$ cat config.mk
export PLATFORM = sky130hd
export DESIGN_NAME = local_hist_predictor
export DESIGN_NICKNAME = d
export VERILOG_FILES = /design/src/rtl/lhp_pkg.sv /design/src/rtl/lhp_init_fsm.sv /design/src/rtl/lhp_hist_table.sv /design/src/rtl/lhp_ctr_table.sv /design/src/rtl/local_hist_predictor.sv
export SDC_FILE = /design/constraint.sdc
export NUM_CORES = 2
export LEC_CHECK = 0
export CAP_MARGIN = 20
export CORE_ASPECT_RATIO = 0.8
export CORE_MARGIN = 1
export CORE_UTILIZATION = 37
export DETAILED_ROUTE_END_ITERATION = 8
export HOLD_SLACK_MARGIN = 0.05
export PLACE_DENSITY_LB_ADDON = 0.1
export RECOVER_POWER = 25
export SYNTH_ARGS = -nofsm -noshare
export SYNTH_HDL_FRONTEND = slang
export SYNTH_SLANG_ARGS = --single-unit
$ cat constraint.sdc
create_clock -name clk -period 59 [get_ports clk]
set_input_delay 11.8 -clock clk [delete_from_list [all_inputs] [get_ports clk]]
set_output_delay 11.8 -clock clk [all_outputs]
set_load 0.02 [all_outputs]
$ cat src/rtl/lhp_pkg.sv
package lhp_pkg;

    typedef enum logic [0:0] {
        ST_SWEEP = 1'b0,
        ST_RUN   = 1'b1
    } lhp_state_e;

    localparam logic [1:0] CTR_INIT = 2'd1;

    // saturating 2-bit step toward the resolved direction
    function automatic logic [1:0] ctr_step(input logic [1:0] cur, input logic taken);
        logic [1:0] nxt;
        if (taken) begin
            nxt = (cur == 2'd3) ? cur : cur + 2'd1;
        end else begin
            nxt = (cur == 2'd0) ? cur : cur - 2'd1;
        end
        return nxt;
    endfunction

    function automatic int unsigned max_u(input int unsigned a, input int unsigned b);
        return (a > b) ? a : b;
    endfunction

endpackage

$ cat src/rtl/lhp_init_fsm.sv
module lhp_init_fsm
    import lhp_pkg::*;
#(
    parameter int unsigned SWP_N = 1024,
    localparam int unsigned SWP_W = (SWP_N > 1) ? $clog2(SWP_N) : 1
) (
    input  logic             clk,
    input  logic             rst_n,
    output logic             sweep_en,
    output logic [SWP_W-1:0] sweep_idx,
    output logic             ready
);

    localparam logic [SWP_W-1:0] LAST_IDX = SWP_W'(SWP_N - 1);

    lhp_state_e       state_q, state_d;
    logic [SWP_W-1:0] cnt_q, cnt_d;

    always_comb begin
        state_d = state_q;
        cnt_d   = cnt_q;
        unique case (state_q)
            ST_SWEEP: begin
                if (cnt_q == LAST_IDX) begin
                    state_d = ST_RUN;
                    cnt_d   = '0;
                end else begin
                    cnt_d = cnt_q + 1'b1;
                end
            end
            ST_RUN: begin
                state_d = ST_RUN;
            end
            default: begin
                state_d = ST_SWEEP;
                cnt_d   = '0;
            end
        endcase
    end

    always_ff @(posedge clk or negedge rst_n) begin
        if (!rst_n) begin
            state_q <= ST_SWEEP;
            cnt_q   <= '0;
        end else begin
            state_q <= state_d;
            cnt_q   <= cnt_d;
        end
    end

    always_comb begin
        sweep_en  = 1'b0;
        ready     = 1'b0;
        sweep_idx = cnt_q;
        unique case (state_q)
            ST_SWEEP: sweep_en = 1'b1;
            ST_RUN:   ready    = 1'b1;
            default:  sweep_en = 1'b0;
        endcase
    end

endmodule

$ cat src/rtl/lhp_hist_table.sv
module lhp_hist_table #(
    parameter int unsigned IDX_W  = 6,
    parameter int unsigned HIST_W = 10,
    localparam int unsigned ENTRIES = 1 << IDX_W
) (
    input  logic              clk,
    input  logic              clr_en,
    input  logic [IDX_W-1:0]  clr_idx,
    input  logic [IDX_W-1:0]  rd_idx,
    output logic [HIST_W-1:0] rd_hist,
    input  logic              wr_en,
    input  logic [IDX_W-1:0]  wr_idx,
    input  logic              wr_bit
);

    logic [HIST_W-1:0] slot [ENTRIES];

    assign rd_hist = slot[rd_idx];

    always_ff @(posedge clk) begin
        if (clr_en) begin
            slot[clr_idx] <= '0;
        end else if (wr_en) begin
            slot[wr_idx] <= (slot[wr_idx] << 1) | HIST_W'(wr_bit);
        end
    end

endmodule

$ cat src/rtl/lhp_ctr_table.sv
module lhp_ctr_table
    import lhp_pkg::*;
#(
    parameter int unsigned IDX_W = 10,
    localparam int unsigned ENTRIES = 1 << IDX_W
) (
    input  logic             clk,
    input  logic             clr_en,
    input  logic [IDX_W-1:0] clr_idx,
    input  logic [IDX_W-1:0] rd_idx,
    output logic [1:0]       rd_ctr,
    input  logic             wr_en,
    input  logic [IDX_W-1:0] wr_idx,
    input  logic             wr_taken
);

    logic [1:0] ctr [ENTRIES];

    assign rd_ctr = ctr[rd_idx];

    always_ff @(posedge clk) begin
        if (clr_en) begin
            ctr[clr_idx] <= CTR_INIT;
        end else if (wr_en) begin
            ctr[wr_idx] <= ctr_step(ctr[wr_idx], wr_taken);
        end
    end

endmodule

$ cat src/rtl/local_hist_predictor.sv
module local_hist_predictor
    import lhp_pkg::*;
#(
    parameter int unsigned PC_W     = 32,
    parameter int unsigned ALIGN_W  = 2,
    parameter int unsigned PC_IDX_W = 6,
    parameter int unsigned HIST_W   = 10
) (
    input  logic              clk,
    input  logic              rst_n,
    output logic              ready,
    input  logic [PC_W-1:0]   pred_pc,
    output logic              pred_taken,
    output logic [HIST_W-1:0] pred_idx,
    input  logic              upd_en,
    input  logic [PC_W-1:0]   upd_pc,
    input  logic              upd_taken,
    input  logic [HIST_W-1:0] upd_idx
);

    localparam int unsigned L1_N  = 1 << PC_IDX_W;
    localparam int unsigned L2_N  = 1 << HIST_W;
    localparam int unsigned SWP_N = max_u(L1_N, L2_N);
    localparam int unsigned SWP_W = (SWP_N > 1) ? $clog2(SWP_N) : 1;

    logic             sweep_en;
    logic [SWP_W-1:0] sweep_idx;
    logic             run;
    logic             l1_clr, l2_clr;
    logic             upd_live;
    logic [1:0]       sel_ctr;
    logic [PC_IDX_W-1:0] pred_slot, upd_slot;

    assign pred_slot = pred_pc[ALIGN_W +: PC_IDX_W];
    assign upd_slot  = upd_pc[ALIGN_W +: PC_IDX_W];

    lhp_init_fsm #(.SWP_N(SWP_N)) i_init (
        .clk       (clk),
        .rst_n     (rst_n),
        .sweep_en  (sweep_en),
        .sweep_idx (sweep_idx),
        .ready     (run)
    );

    assign l1_clr   = sweep_en && ({1'b0, sweep_idx} < (SWP_W + 1)'(L1_N));
    assign l2_clr   = sweep_en && ({1'b0, sweep_idx} < (SWP_W + 1)'(L2_N));
    assign upd_live = run && upd_en;

    lhp_hist_table #(.IDX_W(PC_IDX_W), .HIST_W(HIST_W)) i_hist (
        .clk     (clk),
        .clr_en  (l1_clr),
        .clr_idx (sweep_idx[PC_IDX_W-1:0]),
        .rd_idx  (pred_slot),
        .rd_hist (pred_idx),
        .wr_en   (upd_live),
        .wr_idx  (upd_slot),
        .wr_bit  (upd_taken)
    );

    lhp_ctr_table #(.IDX_W(HIST_W)) i_ctr (
        .clk      (clk),
        .clr_en   (l2_clr),
        .clr_idx  (sweep_idx[HIST_W-1:0]),
        .rd_idx   (pred_idx),
        .rd_ctr   (sel_ctr),
        .wr_en    (upd_live),
        .wr_idx   (upd_idx),
        .wr_taken (upd_taken)
    );

    assign ready      = run;
    assign pred_taken = run && sel_ctr[1];

endmodule

**Word-level counts from Yosys, hierarchy flattened**

Memories as Yosys holds them, arrays and structs flattened.
Index checks and enable logic that the tools add are counted.

- Register bits: 11
- Latch bits: 0
- RAM bits: 2,688
- Memory bits (read-only): 0
- Input bits: 78
- Output and inout port bits: 12
- Memories kept: 2

- Add/subtract/negate cells: 3
- Multipliers: 0
- Divide/modulo/power cells: 0
- Magnitude comparators: 1
- Equal/unequal tests: 2
- Shifts and indexed selects: 0
- Mux-type cells: 23
- Bitwise gates (word level): 2
- Reduce and logical (&&, ||, !) cells: 6

Memory list:

| name | depth | bits a word | read ports | clocked after memory_dff | wr ports | line | source |
|---|---|---|---|---|---|---|---|
| i_ctr.ctr | 1,024 | 2 | 2 | 0 | 1 | lhp_ctr_table.sv:17 | `logic [1:0] ctr [ENTRIES];` |
| i_hist.slot | 64 | 10 | 2 | 0 | 1 | lhp_hist_table.sv:16 | `logic [HIST_W-1:0] slot [ENTRIES];` |

Operator list:

| cell | number |
|---|---|
| $mux W10 | 3 |
| $mux W1 | 12 |
| $mux W2 | 6 |
| $add A10 B1 Y10 const B | 1 |
| $eq A10 B10 Y1 const B | 1 |
| $lt A10 B7 Y1 const B | 1 |
| $or A10 B1 Y10 | 1 |
| $reduce_or A10 Y1 | 1 |
| $mux W6 | 1 |
| $logic_and A1 B1 Y1 | 3 |
| $add A2 B1 Y2 const B | 1 |
| $eq A2 B2 Y1 const B | 1 |
| $logic_not A2 Y1 | 1 |
| $pmux W1 S2 | 1 |
| $reduce_or A2 Y1 | 1 |
| $sub A2 B1 Y2 const B | 1 |
| $not A1 Y1 | 1 |

**Depth between registers and ports, before layout**

- Depth in word-level cells: 7
- Depth in mapped cells: 23

**Cells and area by module**

From an unflattened synthesis, not the netlist that was laid out.

- Cell total of the unflattened synthesis: 7,377
- Area, all modules: 130,079.8 sq um

By module, submodules not included:

| module | times used | cells an instance | area an instance (sq um) |
|---|---|---|---|
| lhp_ctr_table | 1 | 5,807 | 99,867.0 |
| lhp_hist_table | 1 | 1,514 | 29,649.7 |
| lhp_init_fsm | 1 | 52 | 538.0 |
| local_hist_predictor | 1 | 4 | 25.0 |

**Least setup slack after synthesis**

No wires, ideal clock.

- Kind: input to register
- Start: input upd_idx[0]
- End: memory i_ctr.ctr[0][1] (data pin)
- Data arrival time: 41.347 ns
- Data required time: 53.310 ns
- Path slack: 11.963 ns
- Cell stages on the path: 11
- Path through: clkbuf_1 > clkbuf_1 > clkbuf_1 > buf_1 > mux4_2 > mux4_2 > mux4_2 > mux4_2 > mux4_2 > o21ai_0 > a21oi_1

- Word-level cells in the longest chain between the ends: 7

RTL lines:

| item | line | source |
|---|---|---|
| start: declaration | local_hist_predictor.sv:18 | `input logic [HIST_W-1:0] upd_idx` |
| $mem_v2 Z1024 W2 (*) | - |  |
| $sub A2 B1 Y2, or another cell as far along | lhp_pkg.sv:16 | `nxt = (cur == 2'd0) ? cur : cur - 2'd1;` |
| $mux W2 (on tied branches) | lhp_pkg.sv:16, lhp_pkg.sv:14 |  |
| $mux W2 (*) | lhp_pkg.sv:13 | `if (taken) begin` |
| $mux W2 (*) | lhp_ctr_table.sv:24 | `end else if (wr_en) begin` |
| $mux W2 (*) | lhp_ctr_table.sv:22 | `if (clr_en) begin` |
| $mux W2 (no source line) (*) | - |  |
| end: declaration | lhp_ctr_table.sv:17 |  |

Mark *: on every way between the ends. The rest lies on a longest branch, timed or not. The select of a mux whose other input is x is not followed.

**Final worst setup path**

- Start: input pred_pc[2]
- End: output pred_taken

- Word-level cells in the longest chain between the ends: 3

RTL lines:

| item | line | source |
|---|---|---|
| start: declaration | local_hist_predictor.sv:12 | `input logic [PC_W-1:0] pred_pc,` |
| $mem_v2 Z64 W10 | - |  |
| $mem_v2 Z1024 W2 | - |  |
| $logic_and A1 B1 Y1 | local_hist_predictor.sv:72 | `assign pred_taken = run && sel_ctr[1];` |
| end: declaration | local_hist_predictor.sv:13 | `output logic pred_taken,` |

No other way between the ends.

==> flow_summary.ini <==
[hold_path]
holdCritStartpoint = i_init.sweep_idx[4]
worstHoldPathType = reg2reg
hold_path_end = i_init.sweep_idx[4]
hold_depth = 1

[floorplanning]
die_area_mm2 = 0.334
floorplan.rows = 188
design.portCount = 90
fp.dieH_um = 517
initial_core_util = 0.373
core-area_mm2 = 0.329
floorplan.die.width_um = 646

[pwr]
power.combinational.fraction = 0.056
vdd.ir_drop.worst_mv = 0.0198
internal-power_mw = 3.16
netSwitchingPower_uw = 942
pwr-share-clk = 0.438
p_leak_nw = 41.5
sw_frac_of_total = 0.230
power.sequential.fraction = 0.506
power.density_mw_per_mm2 = 29.9

[timing]
worst_hold_slack_across_all_endpoints_ns = 0.535
timing_max_transition_violations_final = 854
timing.clock.skew_ns = 0.0571
slew-limit-headroom = -3.52
fin_crit_sh = 0.567
max_freq_mhz = 29.9
finalHoldViolations = 0
rsz_0062_raised_after_global_routing = false
worstMarginPinSlew_ns = 6.78
min_period_ns = 33.42
setup_tns_final_ns = 0
timing.final.setup_violations = 0

[finish]
fin_nets = 7538
area_used_by_multi_input_combinational_logic_mm2 = 0.0391
num-fill-cells = 29500
regArea_mm2 = 0.0810
layout-area-overhead-vs-synth_pct = 11.9
drive_gt1_frac = 0.224

[synthesis]
most_area_consuming_cells_after_synthesis = edfxtp_1, mux4_2, nor2_1
number_of_enable_type_register_cells_in_the_synthesized_netlist = 2688
synth_compound_area_frac = 0.0238
postSynthNetCount = 7568
synth.cell_area_mm2 = 0.123
synth.distinct_cells = 86
synth_top_area_share = 0.658
synthesis.area_per_instance_um2 = 16.4
netlist.top_cell.by_area = edfxtp_1
post_synth_xor_area_fraction = 0.000500
synth-seq-cells = 2699
postSynth.asyncResetShare = 0.00408
postSynthCellCount = 7489
yosysWarnings = 0
synth.yosys.seq_area_share = 0.661
synth_top_family_by_area = multiplexers
synthAdderAreaFrac = 0.000102
synth_flop_cell = edfxtp_1
muxShareOfSynthArea = 0.210
synth-simple-area-share = 0.0817

[drt]
drt_first_pass_iters = 5
vias = 73500
via_per_inst = 6.09
route.final.wire_length_um = 430000
routed_wire_per_std_cell_um = 35.6
ant_nets = 0
residual_drc_count = 0
first_iter_violations = 9831

[clocking]
max_buffers_root_to_sink = 4
clkTransAtPathRegs_ns = 0.05
cts_tree = done
post_cts_buffers = 0
cts_root_buf = clkbuf_16
cts-buffers-inserted = 301
post_cts_hold_buffer_count = 0
cts_repair_resize_count = 0
cts_max_level = 5
worstSkewPairLatency_ns = 0.88
cts_sinks = 2699

[grt]
groute.layer.met3.usage = 0.0526
gr-total-overflow = 0
vias_in_the_first_global_route = 72700
global_route_wire_length_before_repair_um = 597000
grt_use_met1 = 0.388
grtUsageMet2 = 0.373
grt.busiest_layer = met1
grt_usage = 0.256
grt_start_max_net_pins = 253
grt_antenna_before_repair = 52

[worst_setup_path]
worst_r2r_endpoint = i_ctr.ctr[1020][1]
worstSetupPathType = in2out
crit_path_end_kind = output port
crit_path_arrival_time_ns = 21.62
cp_max_fo = 129
ff2ff_path_depth = 8
critical_path.reg2reg.startpoint = i_init.state_q
start_kind = input port
reg2reg_slack_ns = 50.72
critPathRequiredTime_ns = 47.20

[flow_run]
max-cap-violations = 44

[placement]
placement.io_buffers = 37
hpwl_um = 254000
place_congestion = 0.836

[run_status]
violations = capacitance limit, slew limit
run_status = finished with violations
## synth_stat cells (13+ instances only)
master    instances
edfxtp_1       2688
nor2_1         1162
mux4_2         1037
nand2_1         872
clkbuf_1        367
nand3_1         244
mux2i_1         216
buf_2           139
buf_1            80
a21oi_1          60
a31oi_1          54
and3_1           52
a22oi_1          40
a32oi_1          31
nand4_1          31
o21ai_0          31
a311oi_1         30
o211ai_1         28
buf_4            25
nor3_1           24
mux2_2           20
o22ai_1          18
a221oi_1         15
and2_1           14
buf_6            13
## worst max-delay path, cell delays in order
cell and delay (ns):
buf_8 0.46, buf_4 0.63, buf_4 0.57, mux2i_1 0.17
mux4_2 0.54, a22oi_1 0.20, a21boi_2 0.29, nor3_4 0.12
inv_16 0.19, buf_12 0.52, buf_4 0.63, buf_4 0.66
buf_12 0.43, mux2i_1 0.26, mux2i_1 0.16, a22oi_1 0.28
o311ai_0 0.26, a2111oi_0 1.09, a211o_1 0.40, nand4_1 0.12
o211a_1 0.30, clkdlybuf4s50_1 0.60
## worst max-delay path by stage
| stage | start | endpoint |
|---|---|---|
| 2_1_floorplan | upd_idx[0] | i_ctr.ctr[0][1] |
| 3_3_place_gp | pred_pc[2] | pred_taken |
| 3_5_place_dp | pred_pc[2] | pred_taken |
| 4_1_cts | pred_pc[2] | pred_taken |
| 5_1_grt | pred_pc[2] | pred_taken |
| 6_report | pred_pc[2] | pred_taken |
## routing by layer
layer / part of all wire / vias up
met5: 0 / -
met4: 0.029 / 0
met3: 0.094 / 585
met2: 0.43 / 3603
met1: 0.45 / 39600
li1: - / 29700
## per-stage QoR
| stage | instance area (um2) | cells | power [mW] | utilization | setup slack [ns] |
|---|---|---|---|---|---|
| finish | 137000 | 12100 | 4.10 | 0.417 | 25.58 |
| floorplan | 123000 | 7489 | 2.25 | - | 11.96 |
| global route | 137000 | 12100 | 4.21 | 0.417 | 25.39 |
| global placement | 128000 | 11500 | 2.35 | 0.390 | 25.87 |
| CTS | 138000 | 12000 | 4.13 | 0.419 | 25.86 |
| detailed placement | 129000 | 11500 | 2.35 | 0.391 | 25.87 |
## placed cells by master, fill, tap and decap left out, types with 49 or more instances in the layout
cell	synthesis	routed
edfxtp_1	2688	2688
nand2_1	872	871
clkinv_2	0	49
a21oi_1	60	59
a31oi_1	54	54
clkbuf_1	367	126
nand3_1	244	233
buf_4	25	177
and3_1	52	52
mux4_2	1037	1037
nor2_1	1162	1138
clkbuf_16	0	313
mux2i_1	216	216
clkinv_1	0	71
## cell families (layout without fill, tap and decap cells)
kind of cell             after synthesis  after routing
flip-flops                          2699           2699
other                                  0             11
multiplexers                        1278           1278
AND/OR/NAND/NOR                     2455           2455
buffers and inverters                645            839
AO/OA/AOI/OAI                        404            404
adder cells (fa/ha/maj)                1              1
XOR/XNOR                               7              7
## registers in the layout, indices dropped and copies added (netlist names)
signal / cells
i_hist.slot: 640
i_ctr.ctr: 2048
i_init.sweep_idx: 10
i_init.state_q: 1
## power groups by stage
stage,registers [mW],clock network [mW],logic (mW)
5_1_grt,2.07,1.89,0.240
6_report,2.08,1.79,0.231
2_1_floorplan,2.12,0,0.133
3_5_place_dp,2.12,0,0.230
3_3_place_gp,2.12,0,0.231
4_1_cts,2.08,1.83,0.230
## layout make-up
class | count | area share
flip-flops and latches | 2699 | 0.590
multi-input cells | 4145 | 0.285
clock buffers | 382 | 0.0590
well taps | 4370 | 0.0399
repair buffers | 292 | 0.0175
clock inverters | 145 | 0.00718
inverters | 20 | 0.000720
diodes | 11 | 0.000201
No activity file was read; power rests on OpenSTA's default activity.
